$ cat config.mk
export PLATFORM = sky130hd
export DESIGN_NAME = refclk_switch_seq
export DESIGN_NICKNAME = d
export VERILOG_FILES = /design/src/rtl/refsw_pkg.sv /design/src/rtl/refsw_activity_mon.sv /design/src/rtl/refsw_req_edge.sv /design/src/rtl/refsw_ctrl.sv /design/src/rtl/refclk_switch_seq.sv
export SDC_FILE = /design/constraint.sdc
export NUM_CORES = 1
export LEC_CHECK = 0
export ABC_AREA = 1
export BUFFER_PORTS_ARGS = -buffer_cell sky130_fd_sc_hd__buf_2
export CAP_MARGIN = 0
export CORE_MARGIN = 3
export CORE_UTILIZATION = 50
export CTS_BUF_LIST = sky130_fd_sc_hd__clkbuf_2
export DETAILED_ROUTE_END_ITERATION = 8
export GPL_TIMING_DRIVEN = 0
export PLACE_DENSITY = 0.77
export SYNTH_ARGS = -nofsm -noshare
export SYNTH_HDL_FRONTEND = slang
export SYNTH_SLANG_ARGS = --single-unit
$ cat constraint.sdc
create_clock -name clk -period 1.25 [get_ports clk]
set_input_delay 0.125 -clock clk [delete_from_list [all_inputs] [get_ports clk]]
set_output_delay 0.125 -clock clk [all_outputs]
set_load 0.05 [all_outputs]
$ cat src/rtl/refsw_pkg.sv
package refsw_pkg;

    typedef enum logic [2:0] {
        ST_IDLE,
        ST_CHECK,
        ST_SWITCH,
        ST_RSTPULSE,
        ST_WAITLOCK,
        ST_ENABLE
    } seq_state_e;

    typedef struct packed {
        logic sel;
        logic pll_rst;
        logic out_en;
        logic busy;
        logic refused;
        logic lock_err;
    } seq_out_t;

    // smallest number of clock periods covering a duration, never below one
    function automatic int cycles_for_ps(input int dur_ps, input int period_ps);
        int c;
        c = (dur_ps + period_ps - 1) / period_ps;
        return (c < 1) ? 1 : c;
    endfunction

endpackage

$ cat src/rtl/refsw_activity_mon.sv
module refsw_activity_mon #(
    parameter int WINDOW = 16
) (
    input  logic clk,
    input  logic rst,
    input  logic tgl_i,
    output logic alive_o
);
    localparam int CW = $clog2(WINDOW + 1);
    localparam logic [CW-1:0] CNT_DEAD = CW'(WINDOW);

    logic [2:0]    sync_q;
    logic [CW-1:0] quiet_q;

    always_ff @(posedge clk) begin
        if (rst) begin
            sync_q  <= '0;
            quiet_q <= CNT_DEAD;
        end else begin
            sync_q <= {sync_q[1:0], tgl_i};
            if (sync_q[2] ^ sync_q[1])
                quiet_q <= '0;
            else if (quiet_q != CNT_DEAD)
                quiet_q <= quiet_q + 1'b1;
        end
    end

    assign alive_o = (quiet_q != CNT_DEAD);
endmodule

$ cat src/rtl/refsw_req_edge.sv
module refsw_req_edge (
    input  logic clk,
    input  logic rst,
    input  logic req_i,
    output logic rise_o
);
    logic prev_q;

    always_ff @(posedge clk) begin
        if (rst) prev_q <= 1'b0;
        else     prev_q <= req_i;
    end

    assign rise_o = req_i & ~prev_q;
endmodule

$ cat src/rtl/refsw_ctrl.sv
module refsw_ctrl
    import refsw_pkg::*;
#(
    parameter int RST_CYCLES   = 2,
    parameter int LOCK_TIMEOUT = 40
) (
    input  logic     clk,
    input  logic     rst,
    input  logic     start_i,
    input  logic     refs_ok_i,
    input  logic     locked_i,
    output seq_out_t out_o
);
    localparam int CNT_MAX = (RST_CYCLES > LOCK_TIMEOUT) ? RST_CYCLES : LOCK_TIMEOUT;
    localparam int CW      = $clog2(CNT_MAX + 1);
    localparam logic [CW-1:0] RST_LAST  = CW'(RST_CYCLES - 1);
    localparam logic [CW-1:0] LOCK_LAST = CW'(LOCK_TIMEOUT - 1);

    seq_state_e    st_q;
    logic [CW-1:0] cnt_q;
    logic          sel_q, en_q, refused_q, err_q;

    always_ff @(posedge clk) begin
        if (rst) begin
            st_q      <= ST_WAITLOCK;
            cnt_q     <= '0;
            sel_q     <= 1'b0;
            en_q      <= 1'b0;
            refused_q <= 1'b0;
            err_q     <= 1'b0;
        end else begin
            unique case (st_q)
                ST_IDLE: begin
                    if (start_i) st_q <= ST_CHECK;
                end
                ST_CHECK: begin
                    if (refs_ok_i) begin
                        refused_q <= 1'b0;
                        st_q      <= ST_SWITCH;
                    end else begin
                        refused_q <= 1'b1;
                        st_q      <= ST_IDLE;
                    end
                end
                ST_SWITCH: begin
                    sel_q <= ~sel_q;
                    en_q  <= 1'b0;
                    cnt_q <= '0;
                    st_q  <= ST_RSTPULSE;
                end
                ST_RSTPULSE: begin
                    if (cnt_q == RST_LAST) begin
                        cnt_q <= '0;
                        st_q  <= ST_WAITLOCK;
                    end else begin
                        cnt_q <= cnt_q + 1'b1;
                    end
                end
                ST_WAITLOCK: begin
                    if (locked_i) begin
                        st_q <= ST_ENABLE;
                    end else if (cnt_q == LOCK_LAST) begin
                        err_q <= 1'b1;
                        cnt_q <= '0;
                        st_q  <= ST_IDLE;
                    end else begin
                        cnt_q <= cnt_q + 1'b1;
                    end
                end
                ST_ENABLE: begin
                    en_q  <= 1'b1;
                    err_q <= 1'b0;
                    st_q  <= ST_IDLE;
                end
                default: st_q <= ST_IDLE;
            endcase
        end
    end

    always_comb begin
        out_o.sel      = sel_q;
        out_o.pll_rst  = (st_q == ST_RSTPULSE);
        out_o.out_en   = en_q;
        out_o.busy     = (st_q != ST_IDLE);
        out_o.refused  = refused_q;
        out_o.lock_err = err_q;
    end
endmodule

$ cat src/rtl/refclk_switch_seq.sv
module refclk_switch_seq
    import refsw_pkg::*;
#(
    parameter int SYS_PERIOD_PS = 8000,
    parameter int RST_MIN_PS    = 10000,
    parameter int ACT_WINDOW    = 16,
    parameter int LOCK_TIMEOUT  = 40
) (
    input  logic clk,
    input  logic rst,
    input  logic sw_req_i,
    input  logic ref0_tgl_i,
    input  logic ref1_tgl_i,
    input  logic pll_locked_i,
    output logic ref_sel_o,
    output logic pll_rst_o,
    output logic out_en_o,
    output logic busy_o,
    output logic refused_o,
    output logic lock_err_o
);
    localparam int RST_CYCLES = cycles_for_ps(RST_MIN_PS, SYS_PERIOD_PS);
    localparam int NUM_REFS   = 2;

    logic [NUM_REFS-1:0] tgl_w;
    logic [NUM_REFS-1:0] alive_w;
    logic                start_w;
    seq_out_t            out_w;

    assign tgl_w = {ref1_tgl_i, ref0_tgl_i};

    for (genvar g = 0; g < NUM_REFS; g++) begin : g_mon
        refsw_activity_mon #(.WINDOW(ACT_WINDOW)) mon_i (
            .clk     (clk),
            .rst     (rst),
            .tgl_i   (tgl_w[g]),
            .alive_o (alive_w[g])
        );
    end

    refsw_req_edge edge_i (
        .clk    (clk),
        .rst    (rst),
        .req_i  (sw_req_i),
        .rise_o (start_w)
    );

    refsw_ctrl #(
        .RST_CYCLES   (RST_CYCLES),
        .LOCK_TIMEOUT (LOCK_TIMEOUT)
    ) ctrl_i (
        .clk       (clk),
        .rst       (rst),
        .start_i   (start_w),
        .refs_ok_i (&alive_w),
        .locked_i  (pll_locked_i),
        .out_o     (out_w)
    );

    assign ref_sel_o  = out_w.sel;
    assign pll_rst_o  = out_w.pll_rst;
    assign out_en_o   = out_w.out_en;
    assign busy_o     = out_w.busy;
    assign refused_o  = out_w.refused;
    assign lock_err_o = out_w.lock_err;
endmodule

[Word-level counts from Yosys, hierarchy flattened]
Index checks and enable logic that the tools add are counted.
Word-level totals
  register bits after elaboration: 30
  bits in latches: 0
  memory bits (writable): 0
  memory bits (read-only): 0
  bits of input ports: 6
  output and inout port bits: 6
  logic and storage cells: 67
  memories: 0
Operators by class
  add/sub/neg operators: 3
  multipliers: 0
  divide/modulo/power cells: 0
  magnitude comparators: 0
  eq/ne operators: 14
  shifts and indexed selects: 0
  mux-type cells: 19
  bitwise logic cells: 5
  reduce and logical (&&, ||, !) cells: 13
Operators with widths (count)
  $mux 5: 4
  $mux 6: 3
  $pmux 6 s3: 1
  $pmux 3 s5: 1
  $mux 3: 4
  $add 5x1->5 const B: 2
  $ne 5x5->1 const B: 2
  $reduce_bool 2->1: 4
  $add 6x1->6 const B: 1
  $eq 3x2->1 const B: 2
  $eq 3x3->1 const B: 2
  $eq 6x1->1 const B: 1
  $eq 6x6->1 const B: 1
  $ne 2x1->1 const B: 3
  $reduce_and 3->1: 2
  $reduce_bool 3->1: 2
  $pmux 1 s2: 2
  $reduce_and 2->1: 2
  $reduce_or 2->1: 2
  $eq 3x1->1 const B: 1
  $logic_not 3->1: 1
  $mux 1: 3
  $ne 3x2->1 const B: 1
  $mux 2: 1
  other kinds (4): 6

[Logic depth before layout (Yosys ltp)]
Gate-level depths: netlist of run 1.
  depth after elaboration: 4
  depth in mapped cells: 8
  mapped depth without buffers: 8

[Modules after synthesis]
A second synthesis of run 1 with hierarchy kept.
Second synthesis, totals
  cells, all modules: 229
  area total of the unflattened synthesis: 1566.5 um^2
Modules (own cells, without submodules)
  refsw_activity_mon: instances 2, cells an instance 57, area each 392.9 um^2, seq. area each 160.2 um^2
  refsw_ctrl: instances 1, cells an instance 109, area each 742.0 um^2, seq. area each 260.2 um^2
  refsw_req_edge: instances 1, cells an instance 4, area each 31.3 um^2, seq. area each 20.0 um^2
  refclk_switch_seq: instances 1, cells an instance 2, area each 7.5 um^2, seq. area each 0.0 um^2

[Worst setup path after synthesis of run 1]
No wires, ideal clock.
  kind: register -> register
  start point: register ctrl_i.cnt_q[0]
  end point: register ctrl_i.st_q[0]
  library setup time: 0.112 ns
  arrival: 1.088 ns
  data required time: 1.138 ns
  path slack: 0.051 ns
  cell stages (with the launch flop): 9
  buffers on the path: 0
  clock period less this slack: 1.199 ns
  cells stage by stage: dfxtp_1 -> ha_1 -> nand2_1 -> nor2_1 -> nand2_1 -> nand2_1 -> nand3_1 -> nor2_1 -> nor2_1
Between the ends
  cells in the longest elaborated chain, start to end: 3
  elaborated cells on any way between the ends: 5
  classes of those cells: 4 x eq/ne; 1 x reduce/logical
Ends and longest elaborated chain
  from (decl): line refsw_ctrl.sv:20  | logic [CW-1:0] cnt_q;
  from (signal assigned): line refsw_ctrl.sv:56  | cnt_q <= cnt_q + 1'b1;
  from (signal assigned): line refsw_ctrl.sv:67  | cnt_q <= cnt_q + 1'b1;
  $eq 6x6->1 or $eq 6x1->1 (tied branches): line refsw_ctrl.sv:62, refsw_ctrl.sv:52
  $ne 3x2->1 (no line) or $ne 2x1->1 (tied branches)
  $reduce_and 3->1 (no line) *
  to (signal assigned): line refsw_ctrl.sv:61  | st_q <= ST_ENABLE;
  to (signal assigned): line refsw_ctrl.sv:65  | st_q <= ST_IDLE;
  to (signal assigned): line refsw_ctrl.sv:73  | st_q <= ST_IDLE;
  to (decl): line refsw_ctrl.sv:19  | seq_state_e st_q;
Every way passes the cells marked *; elsewhere a longest branch is shown, timed or not.
A chain may end at the register's enable or synchronous reset.

[Worst setup path in the final report of run 1]
  start point: register ctrl_i.cnt_q[1]
  end point: register ctrl_i.cnt_q[2]
Between the ends
  cells in the longest elaborated chain, start to end: 4
  elaborated cells on any way between the ends: 7
  classes of those cells: 1 x add/sub; 2 x eq/ne; 4 x mux
Ends and longest elaborated chain
  $add 6x1->6 or $eq 6x6->1 (tied branches): line refsw_ctrl.sv:56, refsw_ctrl.sv:67, refsw_ctrl.sv:62
  $mux 6: line refsw_ctrl.sv:62  | end else if (cnt_q == LOCK_LAST) begin
  $mux 6: line refsw_ctrl.sv:60  | if (locked_i) begin
  $pmux 6 s3 *: line refsw_ctrl.sv:32  | unique case (st_q)
Every way passes the cells marked *; elsewhere a longest branch is shown, timed or not. The select of a mux whose other input is x is not followed.

==> results.sh, run 1 <==
export IMPL_status="finished with violations"
export IMPL_violations="negative setup slack"
export IMPL_num_rows=18
export IMPL_start_kind="register"
export IMPL_final_hold_viol_count=0
export IMPL_drv_slew=0
export IMPL_drt_first_iter_violations=43
export IMPL_fin_nets=229
export IMPL_wl_um=3730
export IMPL_first_pass_iters=4
export IMPL_die_x_um=58.4
export IMPL_ys_warn_count=0
export IMPL_ir_drop_mv=1.21
export IMPL_h_tree_depth=2
export IMPL_ys_ff_latch=30
export IMPL_core_area_um2=2540
export IMPL_synth_most_common_cell="nand2_1"
export IMPL_hold_class="in2reg"
export IMPL_slew_headroom_pct=68.6
export IMPL_ys_async_sr_fraction_pct=0
export IMPL_min_from="rst"
export IMPL_hold_worst_slack_ns=0.0601
export IMPL_via_per_inst=5.43
export IMPL_die_area_um2=3410
export IMPL_ys_types=24
export IMPL_skew_ns=0.00963
export IMPL_ctsLongestPathBuffers=2
export IMPL_yosysTopAreaCell="dfxtp_1"
export IMPL_cts_tree="done"
export IMPL_endpoint_kind="register"
export IMPL_final_core_util_pct=69.9
export IMPL_antenna_found_initial=0
export IMPL_drc=0
export IMPL_cts_sinks=30
export IMPL_worstPathCellList="buf_4, inv_4, ha_4, nand3_2, nand2_4, nand2_2, a21oi_1, nor2_1"
export IMPL_max_cap_viol_count=0
export IMPL_slowest_delay_ns=0.36
export IMPL_ys_seq_area_share_pct=43.8
export IMPL_required_ns=1.52
export IMPL_grt_pass1_vias=1246
export IMPL_fin_crit_ns=1.37
export IMPL_drt_wirelength_per_cell_um=15.1
export IMPL_pre_cts_slack_ns=-0.134
export IMPL_syn_nets=198
export IMPL_rsz0062_at_grt="true"
export IMPL_multi_input_area_um2=778
export IMPL_fmax_ghz=0.729
export IMPL_ant_nets=0
export IMPL_cp_buffers_inverters=2
export IMPL_netlist_top_cells_area="dfxtp_1 (44%), nand2_1 (8.8%), inv_1 (8.2%)"
export IMPL_synth_ff_type="dfxtp_1"
export IMPL_timing_rr_start="ctrl_i.cnt_q[1]"
export IMPL_synthCells=186
export IMPL_synth_edff_count=0
export IMPL_yosys_area_top_type_share_pct=43.8
export IMPL_num_fill_cells=183
export IMPL_syn_cell_area_um2=1370
export IMPL_cp_arrival_ns=1.64
export IMPL_p_per_area_nw_per_um2=1280
export IMPL_gr_total_overflow=0
export IMPL_path_clk_slew_ns=0.15
export IMPL_worst_slack_ns=-0.122
export IMPL_hpwl_um=1990
export IMPL_timing_final_crit_share_pct=110
export IMPL_vias=1341
export IMPL_drive_gt1_share_pct=33.2
export IMPL_num_antenna_cells=0
export IMPL_criticalPathCategory="reg2reg"
export IMPL_worst_path_dominant_cell_family="simple AND/OR/NAND/NOR gates"
export IMPL_io_buffers=11
export IMPL_cts_root_buffer="clkbuf_2"
export IMPL_insertion_delay_ns=0.37
export IMPL_worst_pin_slew_ns=0.471
export IMPL_place_congestion=0.872
export IMPL_area_delta_synth_final_pct=29.6
export IMPL_crit_start="ctrl_i.cnt_q[1]"
export IMPL_grt_start_max_net_pins=11
export IMPL_r2r_setup_slack_ns=-0.12
export IMPL_seq_area_um2=619
export IMPL_cpMaxStageDelayCell="dfxtp_2"
export IMPL_grt_util_all_layers_pct=20.6
export IMPL_start_util_pct=53.9
export IMPL_cts_made_buffers=5
export IMPL_boundaryPins=12
export IMPL_grt_pass1_wl_um=5240
export IMPL_leakage_nw=0.831
export IMPL_setup_violations_final=5
export IMPL_synth_commonest_cells="nand2_1 (32), dfxtp_1 (30), inv_1 (30)"
export IMPL_crit_fanout=4
export IMPL_die_h_um=58.4
export IMPL_synth_area_per_cell_um2=7.38
[routing by layer]
metal	vias up	track usage, %	wire [um]
met5	-	0	0
met4	0	12.9	197
met3	23	7.24	179
met2	55	33.8	1940
met1	624	22.5	1410
li1	639	-	-
[power by group]
part | total (W) | switching, W | internal (W)
combinational | 0.000714 | 0.000437 | 0.000277
sequential | 0.00111 | 0.0000670 | 0.00105
clock | 0.000450 | 0.000329 | 0.000121
[placed cells by master, fill, tap and decap left out]
master,Yosys,final
dfxtp_1,30,21
ha_1,6,4
nand3b_1,1,1
a21oi_1,9,9
clkinv_2,0,2
o21ai_0,6,5
inv_4,0,3
nand3_4,0,3
nor3_1,1,1
nand2_1,32,23
buf_6,0,2
clkbuf_2,0,5
ha_4,0,1
o21ai_1,2,2
xor2_1,8,8
nor2_4,0,2
buf_2,1,10
dfxtp_2,0,6
nand3_2,1,5
inv_2,2,2
nand2_4,1,3
nand3_1,19,12
dfxtp_4,0,3
nor2_1,28,24
clkbuf_1,1,1
o21ai_2,0,1
inv_1,30,27
buf_8,0,1
or2_4,1,1
ha_2,0,1
dlygate4sd3_1,0,3
o211ai_1,1,1
xnor2_1,2,2
buf_4,0,8
a31oi_1,1,1
or2_2,1,1
nor2_2,1,3
nand2_2,1,9
[worst register-to-register path, cell delays in order, from the launching register on]
cell	delay, ns
dfxtp_2	0.36
buf_4	0.14
inv_4	0.06
ha_4	0.12
nand3_2	0.09
nand2_4	0.13
nand2_2	0.06
a21oi_1	0.21
nor2_1	0.10
[layout make-up]
class	count	area share, %
multi-input combinational	123	43.7
sequential	30	34.8
timing repair buffer	23	9.70
inverter	32	7.17
tap	30	2.11
clock buffer	5	1.41
clock inverter	2	0.563
buffer	2	0.492
[state kept, by name, summed over array words and instances (netlist names)]
| register | cells |
|---|---|
| ctrl_i.cnt_q | 6 |
| ctrl_i.en_q | 1 |
| ctrl_i.err_q | 1 |
| ctrl_i.refused_q | 1 |
| ctrl_i.sel_q | 1 |
| ctrl_i.st_q | 3 |
| edge_i.prev_q | 1 |
| g_mon.mon_i.quiet_q | 10 |
| g_mon.mon_i.sync_q | 6 |
[per-stage QoR]
step / total power, W / TNS (ns) / instances / cell area (um2)
2_1_floorplan: 0.00148 / 0 / 186 / 1370
3_3_place_gp: 0.00156 / -0.489 / 227 / 1470
3_5_place_dp: 0.00160 / -0.769 / 227 / 1470
4_1_cts: 0.00213 / -0.00259 / 243 / 1640
5_1_grt: 0.00243 / -0.890 / 247 / 1780
6_report: 0.00228 / -0.196 / 247 / 1780
[what timing repair did]
item,4_1_cts,5_1_grt
hold endpoints to repair,3,0
endpoints found under the setup margin,9,16
hold buffers,3,0
gates cloned,0,1
gates resized for setup,24,32
pin swaps,5,13
buffers inserted,6,3
[final timing paths]
| kind | depth (start not counted) | to |
|---|---|---|
| worst min register to register | 2 | g_mon[0].mon_i.sync_q[1] |
| worst min-delay path | 4 | ctrl_i.st_q[0] |
| worst max register to register | 8 | ctrl_i.cnt_q[2] |
| worst max-delay path | 8 | ctrl_i.cnt_q[2] |
[cells by family after synthesis]
kind of cell | count (synthesis) | share of synthesized area, %
DFF | 30 | 43.8
and+or+nand+nor | 87 | 27.8
adders and majority gates | 6 | 5.47
buffers and inverters | 34 | 9.39
AOI/OAI and AO/OA | 19 | 7.20
xor gates and xnor gates | 10 | 6.38
No activity file was read; power rests on OpenSTA's default activity.
==> run 2: changes to the inputs <==
Settings changed: CTS_CLUSTER_SIZE set to 12, SYNTH_HIERARCHICAL set to 1.
==> results.sh, run 2 <==
export IMPL_boundaryPins=12
export IMPL_io_buffers=11
export IMPL_yosysTopAreaCell="dfxtp_1"
export IMPL_ys_warn_count=6
export IMPL_synth_ff_type="dfxtp_1"
export IMPL_die_h_um=62.0
export IMPL_power_switching_w=0.000969
export IMPL_num_fill_cells=223
export IMPL_violations="negative setup slack"
export IMPL_worstPathCellList="buf_4, inv_2, ha_2, nand3_2, nand2_4, nand2_1, a21oi_2, nor2_1"
export IMPL_leakage_nw=1.02
export IMPL_core_area_um2=2880
export IMPL_setup_violations_final=5
export IMPL_drc=0
export IMPL_fin_nets=284
export IMPL_grt_pass1_vias=1371
export IMPL_ant_nets=0
export IMPL_power_frac_clock_pct=17.2
export IMPL_num_rows=19
export IMPL_ir_drop_mv=1.07
export IMPL_fin_crit_ns=1.29
export IMPL_drive_gt1_share_pct=36.4
export IMPL_ys_ff_latch=30
export IMPL_timing_final_crit_share_pct=103
export IMPL_final_common_cell="nand2_1"
export IMPL_seqPwrFrac_pct=41.8
export IMPL_required_ns=1.52
export IMPL_criticalPathCategory="reg2reg"
export IMPL_die_area_um2=3840
export IMPL_power_w=0.00267
export IMPL_cpMaxStageDelayCell="dfxtp_2"
export IMPL_via_per_inst=4.90
export IMPL_wl_um=3580
export IMPL_cp_arrival_ns=1.56
export IMPL_cts_made_buffers=5
export IMPL_yosys_area_top_type_share_pct=38.3
export IMPL_min_from="rst"
export IMPL_drt_first_iter_violations=114
export IMPL_largest_registers="g_mon.mon_i/quiet_q: 10 flops, ctrl_i/cnt_q: 6 flops, g_mon.mon_i/sync_q: 6 flops"
export IMPL_syn_nets=241
export IMPL_largest_reg_flops=10
export IMPL_drv_slew=0
export IMPL_insertion_delay_ns=0.37
export IMPL_fmax_ghz=0.773
export IMPL_syn_cell_area_um2=1570
export IMPL_cts_root_buffer="clkbuf_2"
export IMPL_num_antenna_cells=0
export IMPL_grt_start_max_net_pins=13
export IMPL_rsz0062_at_grt="true"
export IMPL_die_x_um=62.0
export IMPL_worst_pin_slew_ns=0.426
export IMPL_timing_rr_start="ctrl_i/cnt_q[1]"
export IMPL_slowest_delay_ns=0.36
export IMPL_cts_tree="done"
export IMPL_power_frac_comb_pct=41.0
export IMPL_antenna_found_initial=0
export IMPL_synth_commonest_cells="nand2_1 (47), nor2_1 (39), inv_1 (37)"
export IMPL_grt_pass1_wl_um=5500
export IMPL_hold_worst_slack_ns=0.0782
export IMPL_start_util_pct=54.5
export IMPL_hold_class="in2reg"
export IMPL_ys_seq_area_share_pct=38.3
export IMPL_crit_fanout=7
export IMPL_synth_edff_count=0
export IMPL_regMostFlops="g_mon.mon_i/quiet_q"
export IMPL_synth_most_common_cell="nand2_1"
export IMPL_skew_ns=0.00962
export IMPL_hpwl_um=2000
export IMPL_max_cap_viol_count=0
export IMPL_final_hold_viol_count=0
export IMPL_path_clk_slew_ns=0.14
export IMPL_status="finished with violations"
export IMPL_endpoint_kind="register"
export IMPL_final_cell_mix="nand2_1 (42), nor2_1 (36), inv_1 (31), buf_4 (26), dfxtp_1 (20)"
export IMPL_synthCells=229
export IMPL_start_kind="register"
export IMPL_first_pass_iters=4
export IMPL_gr_total_overflow=0
export IMPL_area_delta_synth_final_pct=34.1
export IMPL_grt_util_all_layers_pct=19.8
export IMPL_crit_start="ctrl_i/cnt_q[1]"
export IMPL_p_per_area_nw_per_um2=1270
export IMPL_ctsLongestPathBuffers=2
export IMPL_synth_area_per_cell_um2=6.84
export IMPL_netlist_top_cells_area="dfxtp_1 (38%), nand2_1 (11%), nor2_1 (9.3%)"
export IMPL_slew_headroom_pct=71.6
export IMPL_h_tree_depth=2
export IMPL_drt_wirelength_per_cell_um=11.4
export IMPL_ys_async_sr_fraction_pct=0
export IMPL_ys_types=22
export IMPL_pre_cts_slack_ns=-0.115
export IMPL_power_internal_w=0.00170
export IMPL_place_congestion=0.813
export IMPL_vias=1540
export IMPL_cts_sinks=30
export IMPL_worst_slack_ns=-0.0437
export IMPL_swShare_pct=36.3
run 2: routing by layer:
layer	vias up	share of wire [%]	GRT usage, %
met4	0	2.5	13.0
met2	50	52	34.3
met5	-	0	0
li1	785	-	-
met1	694	40	20.8
met3	11	5.2	5.58
run 2: repair_timing:
item / in CTS / in global routing
pin swaps: 12 / 6
hold endpoints to repair: 3 / 0
resized for setup: 33 / 25
hold buffers: 3 / 0
endpoints found under the setup margin: 11 / 15
setup buffers: 17 / 6
run 2: worst max-delay path, delay by kind of cell, from the launching register on:
family,cells,cell delay [ns]
AOI/OAI and AO/OA,1,0.13
buffers and inverters,2,0.18
DFF,1,0.36
adders and majority gates,1,0.16
and+or+nand+nor,4,0.37
run 2: final timing paths:
check / to / slack (ns) / depth (start not counted)
max: ctrl_i/cnt_q[2] / -0.04 / 8
min: g_mon[0].mon_i/sync_q[0] / 0.08 / 2
max reg2reg: ctrl_i/cnt_q[2] / -0.04 / 8
min reg2reg: g_mon[1].mon_i/sync_q[1] / 0.41 / 2
run 2: kinds of logic after synthesis:
kind of cell	after synthesis	share of synthesized area, %
fa+ha+maj	6	4.79
buf+inv	49	12.7
xor+xnor	5	2.80
simple gates	125	36.0
compound gates	14	5.35
flops	30	38.3
run 2: power by group through the flow:
stage | Clock [W] | Combinational (W) | Sequential (W)
after floorplan | 0 | 0.000543 | 0.00112
after global placement | 0 | 0.000647 | 0.00113
after detailed placement | 0 | 0.000654 | 0.00113
after CTS | 0.000482 | 0.000947 | 0.00111
after global routing | 0.000514 | 0.00124 | 0.00112
final | 0.000459 | 0.00109 | 0.00112
run 2: area by class of cell:
| class | instances | area, um2 | area share [%] |
|---|---|---|---|
| Buffer | 5 | 33.8 | 1.61 |
| Clock buffer | 7 | 35.0 | 1.67 |
| Inverter | 44 | 168 | 7.98 |
| Multi-Input combinational cell | 150 | 911 | 43.4 |
| Sequential cell | 30 | 621 | 29.5 |
| Tap cell | 42 | 52.6 | 2.50 |
| Timing Repair Buffer | 36 | 280 | 13.3 |
run 2: per-stage QoR:
| stage | utilization (%) | cell area (um2) | instances | TNS, ns |
|---|---|---|---|---|
| floorplan | - | 1580 | 229 | 0 |
| finish | 73.0 | 2100 | 314 | -0.0700 |
| global route | 73.0 | 2100 | 314 | -0.714 |
| CTS | 68.5 | 1970 | 309 | -0.00878 |
| detailed placement | 58.8 | 1690 | 282 | -0.435 |
| global placement | 58.8 | 1690 | 282 | -0.427 |
